===== src/rtl/i2c_wm_pkg.sv =====
`timescale 1ns/1ps
package i2c_wm_pkg;
    localparam int BYTE_W = 8;
    localparam int BCNT_W = $clog2(BYTE_W + 1);

    typedef enum logic [2:0] {
        ST_IDLE, ST_START, ST_STALL, ST_LOW, ST_HIGH, ST_STOP_A, ST_STOP_B, ST_STOP_C
    } wm_state_t;

    typedef struct packed {
        logic scl_low;
        logic sda_low;
    } wm_drive_t;

    // Line enables per phase; data_low is the bit-level SDA pull for LOW/HIGH.
    function automatic wm_drive_t phase_drive(wm_state_t st, logic data_low);
        wm_drive_t d;
        d.scl_low = 1'b0;
        d.sda_low = 1'b0;
        case (st)
            ST_START:            d.sda_low = 1'b1;
            ST_STALL:            d.scl_low = 1'b1;
            ST_LOW:  begin       d.scl_low = 1'b1; d.sda_low = data_low; end
            ST_HIGH:             d.sda_low = data_low;
            ST_STOP_A: begin     d.scl_low = 1'b1; d.sda_low = 1'b1; end
            ST_STOP_B:           d.sda_low = 1'b1;
            default: ;
        endcase
        return d;
    endfunction
endpackage


===== src/rtl/i2c_wm_halftimer.sv =====
`timescale 1ns/1ps
module i2c_wm_halftimer #(
    parameter int DIV_W = 8
) (
    input  logic             clk,
    input  logic             rst,
    input  logic             restart,
    input  logic             freeze,
    input  logic [DIV_W-1:0] half,
    output logic             expire,
    output logic             fresh
);
    logic [DIV_W-1:0] cnt;

    always_ff @(posedge clk) begin
        if (rst)
            cnt <= '0;
        else if (restart)
            cnt <= half - DIV_W'(1);
        else if (!freeze && cnt != '0)
            cnt <= cnt - DIV_W'(1);
    end

    assign expire = (cnt == '0) && !freeze;
    assign fresh  = (cnt == half - DIV_W'(1));
endmodule


===== src/rtl/i2c_wm_busmon.sv =====
`timescale 1ns/1ps
module i2c_wm_busmon (
    input  logic clk,
    input  logic rst,
    input  logic scl_in,
    input  logic sda_in,
    output logic active
);
    logic scl_q, sda_q;
    logic saw_start, saw_stop;

    assign saw_start = scl_in && scl_q && sda_q && !sda_in;
    assign saw_stop  = scl_in && scl_q && !sda_q && sda_in;

    always_ff @(posedge clk) begin
        if (rst) begin
            scl_q  <= 1'b1;
            sda_q  <= 1'b1;
            active <= 1'b0;
        end else begin
            scl_q <= scl_in;
            sda_q <= sda_in;
            if (saw_start)
                active <= 1'b1;
            else if (saw_stop)
                active <= 1'b0;
        end
    end
endmodule


===== src/rtl/i2c_wm_seq.sv =====
`timescale 1ns/1ps
module i2c_wm_seq
    import i2c_wm_pkg::*;
(
    input  logic              clk,
    input  logic              rst,
    input  logic              wait_on_ninth,
    input  logic              ack_enable,
    input  logic              start_req,
    input  logic              stop_req,
    input  logic              release_req,
    input  logic              wr_byte,
    input  logic [BYTE_W-1:0] wr_data,
    input  logic              scl_in,
    input  logic              sda_in,
    input  logic              expire,
    input  logic              fresh,
    output logic              restart,
    output logic              freeze,
    output wm_drive_t         drive,
    output logic [BYTE_W-1:0] rd_data,
    output logic              ack_seen,
    output logic              irq
);
    localparam logic [BCNT_W-1:0] LAST_DATA = BCNT_W'(BYTE_W - 1);
    localparam logic [BCNT_W-1:0] ACK_SLOT  = BCNT_W'(BYTE_W);

    wm_state_t         state, state_n;
    logic [BCNT_W-1:0] bcnt;
    logic [BYTE_W-1:0] sreg;
    logic              samp, addr_phase, dir_rx, preload, irq_set;
    logic              rx_byte, data_low, resume, high_done;

    assign rx_byte   = dir_rx && !addr_phase;
    assign data_low  = (bcnt == ACK_SLOT) ? (rx_byte && ack_enable)
                                          : (!rx_byte && !sreg[BYTE_W-1]);
    assign resume    = !stop_req && (release_req || wr_byte);
    assign high_done = (state == ST_HIGH) && expire;

    always_comb begin
        state_n = state;
        irq_set = 1'b0;
        case (state)
            ST_IDLE:   if (start_req && scl_in && sda_in) state_n = ST_START;
            ST_START:  if (expire) state_n = ST_STALL;
            ST_STALL:  if (stop_req) state_n = ST_STOP_A;
                       else if (resume) state_n = ST_LOW;
            ST_LOW:    if (expire) state_n = ST_HIGH;
            ST_HIGH: if (expire) begin
                if (bcnt == LAST_DATA) begin
                    state_n = wait_on_ninth ? ST_LOW : ST_STALL;
                    irq_set = !wait_on_ninth;
                end else if (bcnt == ACK_SLOT) begin
                    if (wait_on_ninth) begin
                        state_n = ST_STALL;
                        irq_set = 1'b1;
                    end else if (preload || (rx_byte && ack_enable))
                        state_n = ST_LOW;
                    else
                        state_n = ST_STALL;
                end else
                    state_n = ST_LOW;
            end
            ST_STOP_A: if (expire) state_n = ST_STOP_B;
            ST_STOP_B: if (expire) state_n = ST_STOP_C;
            ST_STOP_C: if (expire) state_n = ST_IDLE;
            default:   state_n = ST_IDLE;
        endcase
    end

    assign restart = (state_n != state);
    assign freeze  = (state == ST_HIGH || state == ST_STOP_B) && !scl_in;
    assign drive   = phase_drive(state, data_low);
    assign rd_data = sreg;

    always_ff @(posedge clk) begin
        if (rst) begin
            state      <= ST_IDLE;
            bcnt       <= '0;
            sreg       <= '0;
            samp       <= 1'b0;
            addr_phase <= 1'b0;
            dir_rx     <= 1'b0;
            preload    <= 1'b0;
            ack_seen   <= 1'b0;
            irq        <= 1'b0;
        end else begin
            state <= state_n;
            irq   <= irq_set;
            if (state == ST_START && expire) begin
                bcnt       <= '0;
                addr_phase <= 1'b1;
                dir_rx     <= 1'b0;
                preload    <= 1'b0;
            end
            if (state == ST_STALL && resume && wr_byte) begin
                sreg    <= wr_data;
                preload <= (bcnt == ACK_SLOT);
            end
            if (state == ST_HIGH && fresh && scl_in) begin
                samp <= sda_in;
                if (bcnt == ACK_SLOT && !rx_byte)
                    ack_seen <= !sda_in;
            end
            if (high_done) begin
                if (bcnt == ACK_SLOT) begin
                    bcnt       <= '0;
                    addr_phase <= 1'b0;
                    preload    <= 1'b0;
                end else begin
                    sreg <= {sreg[BYTE_W-2:0], samp};
                    bcnt <= bcnt + BCNT_W'(1);
                    if (bcnt == LAST_DATA && addr_phase)
                        dir_rx <= samp;
                end
            end
        end
    end
endmodule


===== src/rtl/i2c_wait_master.sv =====
`timescale 1ns/1ps
module i2c_wait_master
    import i2c_wm_pkg::*;
#(
    parameter int DIV_W = 8
) (
    input  logic              clk,
    input  logic              rst,
    input  logic [DIV_W-1:0]  half_period,
    input  logic              wait_on_ninth,
    input  logic              ack_enable,
    input  logic              start_req,
    input  logic              stop_req,
    input  logic              release_req,
    input  logic              wr_byte,
    input  logic [BYTE_W-1:0] wr_data,
    output logic [BYTE_W-1:0] rd_data,
    output logic              ack_seen,
    output logic              bus_active,
    output logic              irq,
    input  logic              scl_in,
    input  logic              sda_in,
    output logic              scl_oe,
    output logic              sda_oe
);
    logic      restart, freeze, expire, fresh;
    wm_drive_t drive;

    i2c_wm_halftimer #(.DIV_W(DIV_W)) timer_i (
        .clk(clk), .rst(rst), .restart(restart), .freeze(freeze),
        .half(half_period), .expire(expire), .fresh(fresh)
    );

    i2c_wm_busmon mon_i (
        .clk(clk), .rst(rst), .scl_in(scl_in), .sda_in(sda_in), .active(bus_active)
    );

    i2c_wm_seq seq_i (
        .clk(clk), .rst(rst), .wait_on_ninth(wait_on_ninth), .ack_enable(ack_enable),
        .start_req(start_req), .stop_req(stop_req), .release_req(release_req),
        .wr_byte(wr_byte), .wr_data(wr_data), .scl_in(scl_in), .sda_in(sda_in),
        .expire(expire), .fresh(fresh), .restart(restart), .freeze(freeze),
        .drive(drive), .rd_data(rd_data), .ack_seen(ack_seen), .irq(irq)
    );

    assign scl_oe = drive.scl_low;
    assign sda_oe = drive.sda_low;
endmodule


===== config.mk =====
export PLATFORM = sky130hd
export DESIGN_NAME = i2c_wait_master
export DESIGN_NICKNAME = d
export VERILOG_FILES = /design/src/rtl/i2c_wm_pkg.sv /design/src/rtl/i2c_wm_halftimer.sv /design/src/rtl/i2c_wm_busmon.sv /design/src/rtl/i2c_wm_seq.sv /design/src/rtl/i2c_wait_master.sv
export SDC_FILE = /design/constraint.sdc
export NUM_CORES = 1
export LEC_CHECK = 0
export BUFFER_PORTS_ARGS = -buffer_cell sky130_fd_sc_hd__buf_2
export CAP_MARGIN = 20
export CORE_ASPECT_RATIO = 1.5
export CORE_UTILIZATION = 40
export DETAILED_ROUTE_END_ITERATION = 7
export GPL_TIMING_DRIVEN = 0
export PLACE_DENSITY = 0.62
export SYNTH_ARGS = -nofsm -noshare
export SYNTH_HDL_FRONTEND = slang
export SYNTH_HIERARCHICAL = 1
export SYNTH_SLANG_ARGS = --single-unit

===== constraint.sdc =====
create_clock -name clk -period 4.75 [get_ports clk]
set_clock_uncertainty 0.15 [all_clocks]
set_input_delay 0.2375 -clock clk [delete_from_list [all_inputs] [get_ports clk]]
set_output_delay 0.2375 -clock clk [all_outputs]
set_load 0.03 [all_outputs]

## Word-level counts from Yosys, hierarchy flattened

Index checks and enable logic that the tools add are counted.

| word-level totals | value |
|---|---|
| flip-flop bits (word level) | 32 |
| latch bits | 0 |
| RAM bits | 0 |
| memory bits (read-only) | 0 |
| word-level logic and storage cells | 116 |
| memories | 0 |

| cells by class | value |
|---|---|
| $add $sub $neg | 3 |
| multiply operators | 0 |
| divide/modulo/power cells | 0 |
| magnitude comparators | 0 |
| equal/unequal tests | 11 |
| shifts and indexed selects | 0 |
| multiplexer cells | 42 |
| bitwise gates (word level) | 2 |
| reduce and logical (&&, ||, !) cells | 45 |

Operators by type and width:

| kind | number |
|---|---|
| two-way mux 8 bit | 5 |
| two-way mux 3 bit | 12 |
| one-hot mux 3 bit (8 select lines) | 1 |
| logical AND 1 bit | 22 |
| two-way mux 1 bit | 20 |
| subtractor 8 x 1 -> 8 bit (second input constant) | 2 |
| equality test 3 bit (second input constant) | 4 |
| two-way mux 4 bit | 3 |
| zero test 1 bit | 9 |
| OR reduction 3 bit | 3 |
| equality test 8 bit | 1 |
| zero test 8 bit | 1 |
| nonzero test 8 bit | 1 |
| equality test 3 x 2 -> 1 bit (second input constant) | 2 |
| nonzero test 2 bit | 3 |
| adder 4 x 1 -> 4 bit (second input constant) | 1 |
| equality test 4 x 3 -> 1 bit (second input constant) | 1 |
| equality test 4 bit (second input constant) | 1 |
| equality test 3 x 1 -> 1 bit (second input constant) | 1 |
| zero test 3 bit | 1 |
| logical OR 1 bit | 3 |
| inequality test 3 bit | 1 |
| inverter 1 bit | 2 |
| one-hot mux 1 bit (2 select lines) | 1 |
| 2 further kinds | 2 |

## Depth between registers and ports, before layout

Gate-level depths: netlist of run 1.

| logic depth | value |
|---|---|
| word-level depth | 12 |
| gate-level depth with buffers | 16 |

## Hierarchy

Netlist of run 1, hierarchy kept.

Modules (own cells, without submodules):

| module | times used | cells an instance | area each (µm²) | seq. area each (µm²) |
|---|---|---|---|---|
| i2c_wm_seq | 1 | 150 | 1202.4 | 420.4 |
| i2c_wm_halftimer | 1 | 88 | 774.5 | 160.2 |
| i2c_wm_busmon | 1 | 10 | 100.1 | 60.1 |

## Least setup slack after synthesis of run 1

No wires, ideal clock.

| path | value |
|---|---|
| path kind | reg2reg |
| start point | register seq_i.state[2] |
| end point | register timer_i.cnt[5] |
| setup time | 79 ps |
| data arrival time | 3468 ps |
| data required time | 4521 ps |
| path slack | 1052 ps |
| stages on the path, launching flop included | 17 |
| buffers on the path | 3 |
| cell sequence | dfxtp_1 -> buf_2 -> clkbuf_1 -> inv_1 -> nor3_1 -> or4_4 -> nor2_1 -> and2_1 -> and3_1 -> o31a_1 -> a311o_1 -> or3_1 -> nand3_1 -> clkbuf_1 -> inv_1 -> and3_1 -> a211oi_2 |

| on the way | value |
|---|---|
| cells in the longest elaborated chain, start to end | 9 |
| elaborated cells on any way between the ends | 26 |
| classes of those cells | 8 x eq/ne; 11 x mux; 7 x reduce/logical |

RTL lines:

| item | line | text |
|---|---|---|
| start: declaration | i2c_wm_seq.sv:28 | `wm_state_t state, state_n;` |
| start signal: assignment | i2c_wm_seq.sv:88 | `state <= state_n;` |
| equality test 3 bit | i2c_wm_seq.sv:72 | `assign freeze = (state == ST_HIGH \|\| state == ST_STOP_B) && !scl_in;` |
| logical OR 1 bit (*) | i2c_wm_seq.sv:72 |  |
| logical AND 1 bit (*) | i2c_wm_seq.sv:72 |  |
| net freeze | i2c_wait_master.sv:26 | `logic restart, freeze, expire, fresh;` |
| zero test 1 bit (*) | i2c_wm_halftimer.sv:24 | `assign expire = (cnt == '0) && !freeze;` |
| logical AND 1 bit (*) | i2c_wm_halftimer.sv:24 |  |
| net expire | i2c_wait_master.sv:26 |  |
| two-way mux 3 bit (tied with other cells) | i2c_wm_seq.sv:66 | `ST_STOP_C: if (expire) state_n = ST_IDLE;` |
| one-hot mux 3 bit (8 select lines) (*) | i2c_wm_seq.sv:43 | `case (state)` |
| inequality test 3 bit (*) | i2c_wm_seq.sv:71 | `assign restart = (state_n != state);` |
| net restart | i2c_wait_master.sv:26 |  |
| two-way mux 8 bit or nonzero test 2 bit (tied branches) | n/a |  |
| end signal: assignment | i2c_wm_halftimer.sv:19 | `cnt <= half - DIV_W'(1);` |
| end signal: assignment | i2c_wm_halftimer.sv:21 | `cnt <= cnt - DIV_W'(1);` |
| end: declaration | i2c_wm_halftimer.sv:13 | `logic [DIV_W-1:0] cnt;` |

The timed path passes the listed nets; every way through them passes the cells marked *.
A chain may end at the register's enable or synchronous reset.

## Worst setup path after layout of run 1

Ends and elaborated chain as after synthesis.

==> results.md, run 1 <==
* Status: completed
* Starting DRT DRC Count at 80
* Max Slew Vio Count at 0
* Hold Crit Endpoint: mon_i/active
* Hold_sp: rst
* DR vias/cell at 5.37
* Tot GR Track Use at 19.2%
* Core Area at 4930 um^2
* # nets final at 322
* EDFF count, synth at 0
* Hold buffer count at CTS at 0
* Layout Area Growth over Synthesis at 18.0%
* Hold Path Cell Cnt at 2
* Asr flop ratio synth at 0%
* Syn Area/Cell at 8.37 um^2
* Worst Reg-to-Reg Cells at 16
* Buffers & Inverters on Critical Path at 5
* Setup TNS at 0 ps
* Final setup fails at 0
* RSZ-0062 raised after global routing: no
* Max Cap Viol at 0
* R2r setup slk at 350 ps
* Initial core utilization at 42.2%
* Slew margin rel. at 53.9%
* Main synth FF type: dfxtp_1
* DP Wirelength at 3.82 mm
* P_leak at 1.07 nW
* PortBufs at 36
* Yosys top cell by area: dfxtp_1
* Initial antenna violation count at 0
* Worst r2r src: seq_i/state[2]
* Worst min path class: input pin to flop
* Fill cell count at 518
* Full die area at 5490 um^2
* Syn Inst Count at 248
* Crit path max fanout at 10
* CTS resizes at 0
* Final GP Congestion at 0.850
* # H-tree levels at 2
* Row Count at 31
* Largest net degree at the start of global routing at 12
* Worst Path Arrival at 4450 ps
* Top delay family on crit path: simple AND/OR/NAND/NOR gates
* Max Fclk at 0.227 GHz
* Slowest cell on crit path: nor3_1
* WHS at 26.7 ps
* Dominant cells by area after synthesis: dfxtp_1 (31%), mux2i_1 (5.8%), nor2_1 (4.9%)
* Share of post-route cells with drive strength above 1 at 19.5%
* Yosys top cell area share at 30.8%
* DR pass1 iterations at 4
* Cell chain of the critical path: buf_2 -> clkbuf_1 -> inv_1 -> nor3_1 -> or4_4 -> nor2_1 -> and2_1 -> and3_1 -> o31a_1 -> a311o_1 -> or3_1 -> nand3_1 -> clkbuf_1 -> inv_1 -> and3_1 -> a211oi_2
* Total CTS buffers at 5
* Synth Register Bits at 32
* Post-synth cell types at 60
* Period minus WS final at 4400 ps
* Clock Tree Root: clkbuf_8
* Slew @ Worst Pin at 690 ps
* Commonest non-fill, non-tap cell in the layout: buf_2
* Power Density at 395 nW/um^2
* Worst Path Required at 4800 ps
* Final Cycle Share at 92.7%
* Max VDD drop at 0.302 mV
* RR Endpoint: timer_i/cnt[5]
* Total Wirelength at 4.95 mm
* Diodes inserted at 0
* WL per Instance at 13.8 um
* Final hold vios at 0
* Post-CTS Setup Bufs at 0
* Post-route ant nets at 0
* Crit start category: flop
* Total power at 967 uW
* Vias in the first global route at 1745
* Worst setup EP type: flop
* DR DRC count at 0
* End-of-flow core utilization at 49.8%
* Yosys warns at 6
* Die W at 60.8 um
* Max stage delay on crit path at 460 ps
* Mapped Area at 2080 um^2
* First-pass GRT wire length at 8.07 mm
* Via Count at 1923
* Clk buf depth at 2
* CTS clk-pin slew, worst paths at 70 ps
* Most frequent cells in the layout: buf_2 (38), dfxtp_1 (32), nor2_1 (27), a21oi_1 (16), inv_1 (13)
* Die height at 90.3 um
* Syn_nets at 279
* CTS sink cnt at 32
* Crit Path Category: flop to flop
* CTS tree: built
* Clk Latency, worst-skew pair at 280 ps
* # IOs at 39
* Overflow after GRT at 0
* Post-synthesis sequential area ratio at 30.8%
power breakdown:
part	internal (mW)	leakage, nW	switching [mW]
Clock	0.155	0.0541	0.107
Combinational	0.178	0.751	0.180
Sequential	0.303	0.261	0.0438
Total	0.637	1.07	0.330
layer usage:
metal | track usage, % | routed length, um | up-vias
li1 | - | - | 994
met1 | 22.3 | 2150 | 889
met2 | 33.0 | 2590 | 32
met3 | 3.15 | 85 | 8
met4 | 8.33 | 128 | 0
met5 | 0 | 0 | -
through the flow:
| step | cells | area (um^2) | setup WS, ps |
|---|---|---|---|
| detailed placement | 350 | 2340 | 430 |
| global placement | 350 | 2340 | 442 |
| finish | 358 | 2450 | 345 |
| CTS | 358 | 2450 | 378 |
| global route | 358 | 2450 | 84.2 |
| floorplan | 248 | 2080 | 1050 |
worst max path at each step:
stage	start	endpoint	slack (ps)	depth (start not counted)
floorplan	seq_i/state[2]	timer_i/cnt[5]	1050	16
global placement	seq_i/state[2]	timer_i/cnt[5]	440	16
detailed placement	seq_i/state[2]	timer_i/cnt[5]	430	16
CTS	seq_i/state[2]	timer_i/cnt[5]	380	16
global route	seq_i/state[2]	timer_i/cnt[5]	80	16
finish	seq_i/state[2]	timer_i/cnt[5]	350	16
synthesized netlist by cell type, drive strengths merged, types with 2 or more instances:
cell type   n
dfxtp      32
nor2       27
a21oi      16
a211oi     13
inv        13
mux2i      12
nor3       10
o21ai      10
xnor2      10
clkbuf      9
nand2       9
nand3       8
ha          5
nor2b       5
a21o        4
and2        4
buf         4
nor4        4
or2         4
and3        3
or4         3
xnor3       3
xor2        3
a2111oi     2
a21boi      2
a22oi       2
a31oi       2
nand2b      2
nand4       2
o31a        2
or3         2
registers in the layout (all words and copies together) (netlist names):
| signal | flops |
|---|---|
| seq_i/rd_data | 8 |
| timer_i/cnt | 8 |
| seq_i/bcnt | 4 |
| seq_i/state | 3 |
| mon_i/active | 1 |
| mon_i/scl_q | 1 |
| mon_i/sda_q | 1 |
| seq_i/ack_seen | 1 |
| seq_i/addr_phase | 1 |
| seq_i/dir_rx | 1 |
| seq_i/irq | 1 |
| seq_i/preload | 1 |
| seq_i/samp | 1 |
area by class of cell:
type	count	area [um^2]	area share [%]
clock buffers	5	68.8	2.81
plain buffers	13	55.1	2.25
clock inverters	3	42.5	1.74
well taps	66	82.6	3.37
inverters	13	48.8	1.99
multi-input cells	190	1330	54.4
flip-flops and latches	32	641	26.1
repair buffers	36	180	7.35
kinds of logic (layout without fill, tap and decap cells):
logic type                 after synthesis  count (layout)  share of synthesized area (%)
buffers and inverters                   26              70                           5.00
muxes                                   12              12                           5.78
AOI/OAI and AO/OA                       64              64                           21.0
xor gates and xnor gates                16              16                           8.73
and+or+nand+nor                         93              93                           25.7
adders and majority gates                5               5                           3.01
DFF                                     32              32                           30.8
Power figures use the tool's default switching activity.
==> inputs of run 2 (changes only) <==
--- a/config.mk
+++ b/config.mk
@@ -12,6 +12,7 @@
 export DETAILED_ROUTE_END_ITERATION = 7
 export GPL_TIMING_DRIVEN = 0
 export PLACE_DENSITY = 0.62
+export SETUP_SLACK_MARGIN = 0.5
 export SYNTH_ARGS = -nofsm -noshare
 export SYNTH_HDL_FRONTEND = slang
 export SYNTH_HIERARCHICAL = 1
==> results.md, run 2 (synthesis results as in run 1) <==
* Status: completed
* Max VDD drop at 0.302 mV
* Core Area at 4930 um^2
* Clk Latency, worst-skew pair at 280 ps
* Crit start category: flop
* Switching share of power at 34.2%
* Power Density at 394 nW/um^2
* Clock power frac at 27.1%
* # nets final at 322
* RSZ-0062 raised after global routing: no
* Seq pwr share at 35.9%
* Total Wirelength at 4.97 mm
* Die W at 60.8 um
* Slew margin rel. at 54.0%
* Design area at 2460 um^2
* DR pass1 iterations at 4
* Crit Path Category: flop to flop
* Max Fclk at 0.256 GHz
* Final hold vios at 0
* Row Count at 31
* Starting DRT DRC Count at 78
* Most frequent cells in the layout: buf_2 (38), dfxtp_1 (32), nor2_1 (27), a21oi_1 (16), inv_1 (13)
* DR vias/cell at 5.42
* Comb pwr share at 37.0%
* Worst setup EP type: flop
* Clock Tree Root: clkbuf_8
* Sw power at 332 uW
* Placed cell count at 350
* Commonest non-fill, non-tap cell in the layout: buf_2
* Layout Area Growth over Synthesis at 18.4%
* Final setup fails at 0
* Final GP Congestion at 0.850
* Total power at 969 uW
* First-pass GRT wire length at 8.07 mm
* WL per Instance at 13.9 um
* # IOs at 39
* FF+latch area at 641 um^2
* Worst Path Arrival at 3950 ps
* PortBufs at 36
* Clk buf depth at 2
* Internal at 637 uW
* # H-tree levels at 2
* Worst min path class: input pin to flop
* Post-layout instance count excluding filler cells at 358
* Initial core utilization at 42.2%
* P_leak at 1.07 nW
* Die height at 90.3 um
* CTS sink cnt at 32
* Hold buffer count at CTS at 0
* DR DRC count at 0
* DP Area at 2340 um^2
* Multi-input gate area at 1340 um^2
* Share of post-route cells with drive strength above 1 at 20.5%
* Largest net degree at the start of global routing at 12
* Worst Path Required at 4800 ps
* Via Count at 1941
* Post-CTS Setup Bufs at 0
* Crit path max fanout at 10
* Period minus WS final at 3900 ps
* Max Slew Vio Count at 0
* Total CTS buffers at 5
* Slew @ Worst Pin at 688 ps
* Vias in the first global route at 1745
* CTS clk-pin slew, worst paths at 70 ps
* CTS tree: built
* Diodes inserted at 0
* Initial antenna violation count at 0
* DP Wirelength at 3.82 mm
* Overflow after GRT at 0
* Tot GR Track Use at 19.2%
* Max Cap Viol at 0
* Fill cell count at 516
* Post-route ant nets at 0
* Final Cycle Share at 82.2%
* Setup TNS at 0 ps
* Full die area at 5490 um^2
==> run 2: power by group through the flow <==
| stage | Sequential [mW] | Clock, mW | Combinational (mW) |
|---|---|---|---|
| floorplan | 0.346 | 0 | 0.285 |
| global placement | 0.353 | 0 | 0.355 |
| detailed placement | 0.354 | 0 | 0.357 |
| CTS | 0.347 | 0.268 | 0.361 |
| global route | 0.354 | 0.279 | 0.399 |
| finish | 0.348 | 0.262 | 0.359 |
==> run 2: repair_timing <==
action	CTS	global route
gates resized for setup	1	4
setup endpoints to repair	3	6
pin swaps	0	0
==> run 2: worst max-delay path, stage by stage, from the launching register on <==
cell and delay, ps:
dfxtp_1 400, clkbuf_1 400, nor3_2 140, or4_4 460
nor2_1 140, and2_1 310, nand2_1 170, o31a_1 130
a311o_1 340, or3_1 330, nand3_1 80, clkbuf_2 220
inv_1 180, and3_1 200, a211oi_2 180
==> run 2: path summary, 6_finish.rpt <==
path	from	endpoint	slack, ps	cells past startpoint
worst max-delay path	seq_i/state[0]	timer_i/cnt[5]	850	14
worst min-delay path	rst	mon_i/active	30	2
worst max register to register	seq_i/state[0]	timer_i/cnt[5]	850	14
worst min register to register	mon_i/sda_q	mon_i/active	340	2
==> run 2: layer usage <==
metal  vias to the layer above  GRT usage, %  part of all wire (%)
met1                       904          22.3                    43
met3                         8          3.15                   2.0
met2                        37          33.0                    52
li1                        992             -                     -
met4                         0          8.33                   2.6
met5                         -             0                     0
==> run 2: per-stage QoR <==
step           setup WS, ps  util (%)  hold slack, ps
3_5_place_dp            430      47.5             325
6_report                846      49.9            26.5
2_1_floorplan          1050         -             157
3_3_place_gp            442      47.5             325
4_1_cts                 518      49.9            28.7
5_1_grt                 627      49.9            30.2
==> run 2: area by class of cell <==
type	count	area share, %
buffer	13	2.34
clock buffer	5	2.80
clock inverter	3	1.73
inverter	13	1.98
multi-input combinational	190	54.4
sequential	32	26.1
tap	66	3.36
timing repair buffer	36	7.33
